$ cat src/rtl/dma_chan_pkg.sv
package dma_chan_pkg;
  typedef enum logic [2:0] {
    IX_CMD  = 3'd0,
    IX_SCNT = 3'd1,
    IX_SADR = 3'd2,
    IX_WCNT = 3'd3,
    IX_WADR = 3'd4,
    IX_STAT = 3'd5,
    IX_SLST = 3'd6,
    IX_WLST = 3'd7
  } reg_ix_e;

  typedef enum logic [1:0] {
    OP_IDLE  = 2'd0,
    OP_FLUSH = 2'd1,
    OP_ABORT = 2'd2,
    OP_GO    = 2'd3
  } dma_op_e;

  localparam int CMD_DIR_BIT = 7;
  localparam int ST_W        = 6;
  localparam int ST_IRQ      = 4;
  localparam int ST_DONE     = 3;
  localparam logic [ST_W-1:0] ST_CLR_MASK = 6'b001110;
endpackage

$ cat src/rtl/dma_cmd_ctrl.sv
module dma_cmd_ctrl #(
  parameter int DW = 32
) (
  input  logic          clk_i,
  input  logic          rst_ni,
  input  logic          wr_i,
  input  logic [DW-1:0] wdata_i,
  output logic [DW-1:0] cmd_o,
  output logic          go_o,
  output logic          dma_en_o,
  output logic          abort_o
);
  import dma_chan_pkg::*;

  dma_op_e op;
  assign op   = dma_op_e'(wdata_i[1:0]);
  assign go_o = wr_i && (op == OP_GO);

  always_ff @(posedge clk_i or negedge rst_ni) begin
    if (!rst_ni) begin
      cmd_o    <= '0;
      dma_en_o <= 1'b0;
      abort_o  <= 1'b0;
    end else begin
      abort_o <= wr_i && (op == OP_ABORT);
      if (wr_i) begin
        cmd_o <= wdata_i;
        if (op == OP_IDLE)    dma_en_o <= 1'b0;
        else if (op == OP_GO) dma_en_o <= 1'b1;
      end
    end
  end


  abort_src_chk: assert property (@(posedge clk_i) disable iff (!rst_ni)
    abort_o |-> $past(wr_i && wdata_i[1:0] == 2'd2));

  go_enables_chk: assert property (@(posedge clk_i) disable iff (!rst_ni)
    go_o |=> dma_en_o);

  idle_disables_chk: assert property (@(posedge clk_i) disable iff (!rst_ni)
    (wr_i && wdata_i[1:0] == 2'd0) |=> !dma_en_o);
endmodule

$ cat src/rtl/dma_work_cnt.sv
module dma_work_cnt #(
  parameter int DW = 32,
  parameter int LW = 16
) (
  input  logic          clk_i,
  input  logic          rst_ni,
  input  logic          wr_i,
  input  logic [2:0]    idx_i,
  input  logic [DW-1:0] wdata_i,
  input  logic          go_i,
  input  logic          done_i,
  input  logic          cmd_to_mem_i,
  input  logic          req_i,
  input  logic          req_to_mem_i,
  input  logic [LW-1:0] len_i,
  output logic          ok_o,
  output logic [LW-1:0] grant_o,
  output logic [DW-1:0] scnt_o,
  output logic [DW-1:0] sadr_o,
  output logic [DW-1:0] slst_o,
  output logic [DW-1:0] wcnt_o,
  output logic [DW-1:0] wadr_o,
  output logic [DW-1:0] wlst_o
);
  import dma_chan_pkg::*;

  localparam logic [DW-1:0] WADR_RST = '1;
  localparam logic [DW-1:0] WLST_RST = ~DW'(2);

  reg_ix_e ix;
  logic    adv;
  assign ix      = reg_ix_e'(idx_i);
  assign grant_o = (wcnt_o < DW'(len_i)) ? wcnt_o[LW-1:0] : len_i;
  assign ok_o    = req_i && (req_to_mem_i == cmd_to_mem_i) && !go_i && !done_i;
  assign adv     = ok_o;

  always_ff @(posedge clk_i or negedge rst_ni) begin
    if (!rst_ni) begin
      scnt_o <= '0;
      sadr_o <= '0;
      slst_o <= '0;
    end else if (wr_i) begin
      if (ix == IX_SCNT) scnt_o <= wdata_i;
      if (ix == IX_SADR) sadr_o <= wdata_i;
      if (ix == IX_SLST) slst_o <= wdata_i;
    end
  end

  always_ff @(posedge clk_i or negedge rst_ni) begin
    if (!rst_ni) begin
      wcnt_o <= '0;
      wadr_o <= WADR_RST;
      wlst_o <= WLST_RST;
    end else begin
      if (done_i)   wcnt_o <= '0;
      else if (go_i) wcnt_o <= scnt_o;
      else if (adv)  wcnt_o <= wcnt_o - DW'(grant_o);
      if (go_i) begin
        wadr_o <= sadr_o;
        wlst_o <= slst_o;
      end else if (adv) begin
        wadr_o <= wadr_o + DW'(grant_o);
      end
    end
  end


  sum_kept_chk: assert property (@(posedge clk_i) disable iff (!rst_ni)
    adv |=> (wadr_o + wcnt_o) == $past(wadr_o + wcnt_o));

  reject_hold_chk: assert property (@(posedge clk_i) disable iff (!rst_ni)
    (req_i && !ok_o && !go_i && !done_i) |=>
      ($stable(wcnt_o) && $stable(wadr_o) && $stable(wlst_o)));

  done_zero_chk: assert property (@(posedge clk_i) disable iff (!rst_ni)
    done_i |=> (wcnt_o == '0));
endmodule

$ cat src/rtl/dma_stat_reg.sv
module dma_stat_reg
  import dma_chan_pkg::*;
(
  input  logic            clk_i,
  input  logic            rst_ni,
  input  logic            wr_i,
  input  logic            rd_i,
  input  logic            rd_clr_mode_i,
  input  logic [ST_W-1:0] wdata_i,
  input  logic            go_i,
  input  logic            done_i,
  input  logic            core_irq_i,
  output logic [ST_W-1:0] view_o
);
  logic [ST_W-1:0] stat_q, stat_d;

  always_comb begin
    stat_d = stat_q;
    if (go_i) stat_d = '0;
    if (wr_i && !rd_clr_mode_i) stat_d = stat_d & ~(wdata_i & ST_CLR_MASK);
    if (rd_i && rd_clr_mode_i)  stat_d = stat_d & ~ST_CLR_MASK;
    if (done_i) stat_d[ST_DONE] = 1'b1;
    stat_d[ST_IRQ] = 1'b0;
  end

  always_ff @(posedge clk_i or negedge rst_ni) begin
    if (!rst_ni) stat_q <= '0;
    else         stat_q <= stat_d;
  end

  always_comb begin
    view_o         = stat_q;
    view_o[ST_IRQ] = core_irq_i;
  end


  rc_write_ignored_chk: assert property (@(posedge clk_i) disable iff (!rst_ni)
    (wr_i && rd_clr_mode_i && !rd_i && !go_i && !done_i) |=> $stable(stat_q));

  done_sets_chk: assert property (@(posedge clk_i) disable iff (!rst_ni)
    done_i |=> stat_q[ST_DONE]);
endmodule

$ cat src/rtl/dma_chan_regs.sv
module dma_chan_regs #(
  parameter int DW = 32,
  parameter int LW = 16
) (
  input  logic          clk_i,
  input  logic          rst_ni,
  input  logic          reg_we_i,
  input  logic          reg_re_i,
  input  logic [2:0]    reg_idx_i,
  input  logic [DW-1:0] reg_wdata_i,
  output logic [DW-1:0] reg_rdata_o,
  input  logic          rd_clr_mode_i,
  input  logic          core_irq_i,
  input  logic          core_done_i,
  input  logic          chunk_req_i,
  input  logic          chunk_to_mem_i,
  input  logic [LW-1:0] chunk_len_i,
  output logic          chunk_ok_o,
  output logic [LW-1:0] chunk_grant_o,
  output logic          dma_en_o,
  output logic          abort_o,
  output logic          to_mem_o
);
  import dma_chan_pkg::*;

  reg_ix_e         ix;
  logic [DW-1:0]   cmd_q, scnt, sadr, slst, wcnt, wadr, wlst;
  logic [ST_W-1:0] stat_view;
  logic            go;

  assign ix       = reg_ix_e'(reg_idx_i);
  assign to_mem_o = cmd_q[CMD_DIR_BIT];

  dma_cmd_ctrl #(.DW(DW)) u_cmd (
    .clk_i, .rst_ni,
    .wr_i     (reg_we_i && ix == IX_CMD),
    .wdata_i  (reg_wdata_i),
    .cmd_o    (cmd_q),
    .go_o     (go),
    .dma_en_o (dma_en_o),
    .abort_o  (abort_o)
  );

  dma_work_cnt #(.DW(DW), .LW(LW)) u_cnt (
    .clk_i, .rst_ni,
    .wr_i         (reg_we_i),
    .idx_i        (reg_idx_i),
    .wdata_i      (reg_wdata_i),
    .go_i         (go),
    .done_i       (core_done_i),
    .cmd_to_mem_i (cmd_q[CMD_DIR_BIT]),
    .req_i        (chunk_req_i),
    .req_to_mem_i (chunk_to_mem_i),
    .len_i        (chunk_len_i),
    .ok_o         (chunk_ok_o),
    .grant_o      (chunk_grant_o),
    .scnt_o       (scnt),
    .sadr_o       (sadr),
    .slst_o       (slst),
    .wcnt_o       (wcnt),
    .wadr_o       (wadr),
    .wlst_o       (wlst)
  );

  dma_stat_reg u_stat (
    .clk_i, .rst_ni,
    .wr_i          (reg_we_i && ix == IX_STAT),
    .rd_i          (reg_re_i && ix == IX_STAT),
    .rd_clr_mode_i (rd_clr_mode_i),
    .wdata_i       (reg_wdata_i[ST_W-1:0]),
    .go_i          (go),
    .done_i        (core_done_i),
    .core_irq_i    (core_irq_i),
    .view_o        (stat_view)
  );

  always_comb begin
    unique case (ix)
      IX_CMD:  reg_rdata_o = cmd_q;
      IX_SCNT: reg_rdata_o = scnt;
      IX_SADR: reg_rdata_o = sadr;
      IX_WCNT: reg_rdata_o = wcnt;
      IX_WADR: reg_rdata_o = wadr;
      IX_STAT: reg_rdata_o = {{(DW-ST_W){1'b0}}, stat_view};
      IX_SLST: reg_rdata_o = slst;
      IX_WLST: reg_rdata_o = wlst;
      default: reg_rdata_o = '0;
    endcase
  end
endmodule

$ cat config.mk
export PLATFORM = sky130hd
export DESIGN_NAME = dma_chan_regs
export DESIGN_NICKNAME = d
export VERILOG_FILES = /design/src/rtl/dma_chan_pkg.sv /design/src/rtl/dma_cmd_ctrl.sv /design/src/rtl/dma_work_cnt.sv /design/src/rtl/dma_stat_reg.sv /design/src/rtl/dma_chan_regs.sv
export SDC_FILE = /design/constraint.sdc
export NUM_CORES = 1
export LEC_CHECK = 0
export BUFFER_PORTS_ARGS = -buffer_cell sky130_fd_sc_hd__buf_2
export CAP_MARGIN = 0
export CELL_PAD_IN_SITES_DETAIL_PLACEMENT = 0
export CELL_PAD_IN_SITES_GLOBAL_PLACEMENT = 2
export CORE_UTILIZATION = 39
export DETAILED_ROUTE_END_ITERATION = 8
export GPL_TIMING_DRIVEN = 0
export PLACE_DENSITY_LB_ADDON = 0.1
export SLEW_MARGIN = 30
export SYNTH_ARGS = -nofsm -noshare
export SYNTH_HDL_FRONTEND = slang
export SYNTH_SLANG_ARGS = --single-unit
export TNS_END_PERCENT = 1
$ cat constraint.sdc
create_clock -name clk_i -period 6.4 [get_ports clk_i]
set_input_delay 1.6 -clock clk_i [delete_from_list [all_inputs] [get_ports clk_i]]
set_output_delay 1.6 -clock clk_i [all_outputs]
set_load 0.01 [all_outputs]
Word level (Yosys, flattened, before mapping)
Index checks and enable logic that the tools add are counted.
{ "totals": {"elab_cells": 60, "ff_bits": 231} }
{ "classes": {"eq_ne": 10, "magnitude_cmp": 1, "mux": 13, "bitwise": 2, "reduce_logical": 22, "add_sub_neg": 2} }
{ "ops": {"columns": ["cell", "count"], "rows": [
  ["$pmux W32 S8", 1],
  ["$mux W32", 5],
  ["$add A32 B16 Y32", 1],
  ["$lt A32 B16 Y1", 1],
  ["$sub A32 B16 Y32", 1],
  ["$mux W16", 1],
  ["$eq A3 B3 Y1 const B", 4],
  ["$mux W6", 2],
  ["$logic_and A1 B1 Y1", 10],
  ["$reduce_and A2 Y1", 4],
  ["$and A6 B6 Y6", 1],
  ["$eq A3 B2 Y1 const B", 2],
  ["$not A4 Y6", 1],
  ["$eq A2 B2 Y1 const B", 2],
  ["$mux W4", 1],
  ["$reduce_bool A2 Y1", 2],
  ["$eq A3 B1 Y1 const B", 1],
  ["$logic_not A1 Y1", 3],
  ["$logic_not A3 Y1", 1],
  ["$mux W1", 3],
  ["$reduce_bool A3 Y1", 1],
  ["$logic_not A2 Y1", 1],
  ["$eq A1 B1 Y1", 1]
]} }

Longest topological paths before layout
{ "depth": {"ltp_word": 9, "depth_mapped": 20, "depth_no_buf": 19} }

By module
Synthesis repeated with hierarchy kept, for this count alone.
{ "hier_totals": {"hier_cells": 1511, "area_unflattened_um2": 14818.0} }
{ "by_module_without_submodules": {"columns": ["module", "seq_area_each_um2", "area_per_inst_um2", "instances", "cells_per_inst"], "rows": [
  ["dma_work_cnt", 4883.4, 11275.8, 1, 1131],
  ["dma_chan_regs", 0.0, 1953.1, 1, 286],
  ["dma_cmd_ctrl", 850.8, 1438.9, 1, 80],
  ["dma_stat_reg", 75.1, 150.1, 1, 14]
]} }

Worst setup path after synthesis
Ideal clock, no wire load.
{ "synth_path": {"path_type": "input-to-reg", "from": "input port chunk_len_i[1]", "to": "register u_cnt.wadr_o[24]", "cell_stages": 19, "t_required_ns": 6.322, "t_arrival_ns": 5.678, "setup_slack_ns": 0.643, "cell_sequence": "inv_1 ha_1 a21o_1 a21o_1 a21o_1 a211o_1 a211oi_2 buf_6 mux2_1 ha_1 inv_1 fa_1 and2b_1 o31a_1 o21ai_1 a211oi_2 o21ai_1 or4_1 a31o_2"} }
{ "synth_via": {"elab_chain_cells": 5} }
{ "synth_lines": {"columns": ["item", "line_no", "text"], "rows": [
  ["from (decl)", "dma_chan_regs.sv:17", "input logic [LW-1:0] chunk_len_i,"],
  ["$lt A32 B16 Y1", "dma_work_cnt.sv:33", "assign grant_o = (wcnt_o < DW'(len_i)) ? wcnt_o[LW-1:0] : len_i;"],
  ["$mux W16", "dma_work_cnt.sv:33", null],
  ["via chunk_grant_o[0]", "dma_chan_regs.sv:19", "output logic [LW-1:0] chunk_grant_o,"],
  ["$add A32 B16 Y32", "dma_work_cnt.sv:62", "wadr_o <= wadr_o + DW'(grant_o);"],
  ["$mux W32", "dma_work_cnt.sv:61", "end else if (adv) begin"],
  ["$mux W32", "dma_work_cnt.sv:58", "if (go_i) begin"],
  ["to (signal assigned)", "dma_work_cnt.sv:59", "wadr_o <= sadr_o;"],
  ["to (signal assigned)", "dma_work_cnt.sv:62", null],
  ["to (decl)", "dma_work_cnt.sv:22", "output logic [DW-1:0] wadr_o,"]
]} }
The timed path passes the listed nets, and every way through them passes these cells. The select of a mux whose other input is x is not followed.
A chain may end at the register's enable or synchronous reset.

Worst setup path after layout
{ "layout_path": {"from": "input port reg_idx_i[0]", "to": "output port reg_rdata_o[12]"} }
{ "layout_via": {"elab_chain_cells": 2, "word_cells_on_any_way": 9, "classes_between": "eq/ne: 7; mux: 1; reduce/logical: 1"} }
{ "layout_lines": {"columns": ["item", "line_no", "text"], "rows": [
  ["from (decl)", "dma_chan_regs.sv:9", "input logic [2:0] reg_idx_i,"],
  ["$eq A3 B3 Y1 (tied with other cells)", "dma_chan_regs.sv:78", "unique case (ix)"],
  ["$pmux W32 S8 (*)", "dma_chan_regs.sv:78", null],
  ["to (decl)", "dma_chan_regs.sv:11", "output logic [DW-1:0] reg_rdata_o,"]
]} }
Mark *: on every way between the ends. The rest lies on a longest branch, timed or not.

==> summary.txt <==
Global route
  • Initial antenna violation count: 0
  • Largest net degree at the start of global routing: 76
  • GRT Total Usage: 30.2%
  • First-pass GRT wire length: 79.4 mm
  • Vias in the first global route: 11600
  • Remaining Overflow, GRT: 0

STA
  • Achievable Freq: 0.159 GHz
  • Worst Clk Skew: 0.0286 ns
  • Final setup viols: 0
  • Slew Viols, Final: 0
  • Normalized max-slew margin: 37.7%
  • Final Hold Viols: 0
  • Tmin final: 6.29 ns
  • Tcrit/Tclk final: 98.2%
  • Fin Setup TNS: 0 ns
  • RSZ-0062 raised after global routing: no
  • Worst-Margin Slew: 0.934 ns

Worst hold path
  • Hold WC Path Type: reg -> reg

Place
  • Routability cong.: 0.896
  • Port Buffers: 109
  • Placed inst area: 15100 µm²
  • Dpl hpwl: 42.5 mm

Drt
  • WL met1: 26.0 mm
  • Pre-antenna DRT Iters: 6
  • WL final: 54.7 mm
  • Routed WL per cell: 27.0 µm
  • Routed Antenna Nets: 0
  • Detailed route wirelength on metal2: 23.3 mm
  • Vias per cell: 5.92
  • Initial DRC count: 1093
  • Met3 WL: 4.20 mm
  • Drt drc: 0
  • Vias: 12000
  • Highest Signal Layer: met4

Synth
  • Number of synthesis warnings: 0
  • Main area contributors after synthesis: dfrtp_1 30%, dfstp_2 12%, mux2_2 11%
  • Main synth FF type: dfrtp_1
  • Post-synthesis cell count: 1409
  • Post-Syn Area: 13800 µm²
  • Post-synth EDFFs: 0
  • Post-synthesis sequential area ratio: 42.0%
  • Synth area leader: dfrtp_1
  • Post-synth cell types: 79
  • Avg Inst Size Synth: 9.82 µm²
  • FF+latch count, synth: 229
  • Net Count, Synth: 1521
  • Async SR Flop Fraction: 100%
  • Top cell type's share of synthesized area: 30.0%

Layout
  • Area Growth Syn to Fin: 16.0%
  • Final net count: 1665
  • Filler instances: 3397
  • Commonest non-fill, non-tap cell in the layout: nand2_1
  • Layout cell share with drive strength beyond 1: 25.5%
  • Post-route cell area: 16100 µm²
  • Commonest non-fill, non-tap cells in the layout: 207 x nand2_1, 166 x dfrtp_1, 141 x mux2_2, 116 x buf_2, 103 x nor2_1
  • Antenna Cells: 0

Job
  • # Max-Cap Violations: 0

Floorplan
  • Full die area: 36300 µm²
  • Core area: 34700 µm²
  • I/O pins: 112
  • Chip height: 190 µm
  • Core Rows: 68
  • Initial Util: 39.9%
  • Die width: 190 µm

Outcome
  • Status: finished, final reports clean

Critical path
  • CP startpoint kind: input port
  • CP required: 4.80 ns
  • WS Path Type: in -> out
  • Worst Setup End Kind: output port
  • Critical Path AT: 4.69 ns
  • Critical path peak fanout: 10
  • Reg2Reg Setup Slack: 0.68 ns

CTS
  • Clock-pin slew on the worst setup and hold paths: 0.06 ns
  • Root Buffer: clkbuf_16
  • Resize count post-CTS: 1
  • Clock buffer depth: 3
  • H-tree depth: 1
  • CTS tree: yes
  • Number of hold buffers added after CTS: 0
  • Clock sink count: 229
  • Setup bufs post-CTS: 0
  • CTS Buf Count: 28
  • Clock Latency Late Sink: 0.56 ns

Pwr
  • Worst VDD drop: 0.243 mV
  • PwrDens: 482 nW/µm²
  • Pleak: 7.02 nW
-- layer usage --
layer  global-route usage (%)  vias up
li1                         -     5504
met1                     45.2     5984
met2                     44.2      465
met3                     5.65       69
met4                     7.51        0
met5                        0        -
-- critical path, stage by stage --
cell and delay [ns]:
buf_2 0.11, buf_1 0.56, clkbuf_1 0.59, buf_2 0.47, mux2i_1 0.41, o22ai_1 0.13
a221oi_1 0.53, nor2_1 0.10, buf_2 0.16
-- sequential cells by signal (all words and copies together) (netlist names), 3 cells and up --
name and cells:
u_cmd.cmd_o 32, u_cnt.sadr_o 32, u_cnt.scnt_o 32, u_cnt.slst_o 32
u_cnt.wadr_o 32, u_cnt.wcnt_o 32, u_cnt.wlst_o 32, u_stat.stat_q 3
-- metrics by stage --
step / power (mW) / util [%] / instances / hold slack [ns] / setup WS (ns)
after CTS: 7.73 / 46.2 / 2030 / 0.456 / 0.185
after global placement: 6.00 / 43.1 / 1973 / 0.445 / -0.518
after global routing: 8.21 / 46.3 / 2030 / 0.472 / 0.00603
after detailed placement: 6.00 / 43.4 / 1978 / 0.447 / -0.330
final: 7.75 / 46.3 / 2030 / 0.455 / 0.115
after floorplan: 4.81 / - / 1409 / 0.437 / 0.643
-- cells by family (layout without fill, tap and decap cells) --
logic type	count (synthesis)	in the layout	synth area share, %
compound gates	348	348	18.0
xor+xnor	24	24	1.52
fa+ha+maj	52	52	4.81
buf+inv	114	280	3.32
flops	229	229	42.0
mux	200	200	16.0
simple gates	442	442	14.5
-- path summary, 6_finish.rpt --
path,from,endpoint,cells past startpoint
max,reg_idx_i[0],reg_rdata_o[12],9
min,u_cnt.wlst_o[17],u_cnt.wlst_o[17],2
max reg2reg,u_cnt.wcnt_o[24],u_cnt.wcnt_o[16],18
min reg2reg,u_cnt.wlst_o[17],u_cnt.wlst_o[17],2
max in group asynchronous,rst_ni,u_cnt.wlst_o[22],3
min in group asynchronous,rst_ni,u_cmd.cmd_o[9],1
-- report_power, final --
part,switching [mW],total [mW],leakage (nW),internal (mW)
combinational,2.09,3.62,3.84,1.53
sequential,0.532,2.44,2.71,1.90
clock,0.648,1.69,0.478,1.04
total,3.27,7.75,7.02,4.48
-- cells in the mapped netlist, drive strengths merged (6+ instances only) --
master / count
xnor2: 14
and2: 6
nor2: 106
inv: 33
a22oi: 15
a31oi: 6
o311ai: 12
a311oi: 11
xor2: 10
o2111ai: 6
o221ai: 6
a221oi: 21
nor2b: 12
nor4: 8
mux2i: 43
nor3: 16
buf: 21
o21a: 13
o21ai: 70
o31ai: 6
mux2: 156
o211ai: 26
or3: 11
nand2: 208
dfrtp: 166
a22o: 16
or4: 8
a211oi: 17
and3: 12
o22ai: 20
nand3: 29
nand2b: 13
a21oi: 48
nand4: 7
a21o: 16
clkbuf: 60
ha: 50
dfstp: 63
-- layout make-up --
type	instances	area [µm²]	share of cell area (%)
plain buffers	81	338	2.10
clock buffers	40	776	4.83
clock inverters	12	196	1.22
inverters	33	126	0.787
multi-input cells	1066	7580	47.2
flip-flops and latches	229	5810	36.2
well taps	455	569	3.55
repair buffers	114	661	4.11
Note: power is estimated with default switching activity, not from simulation.
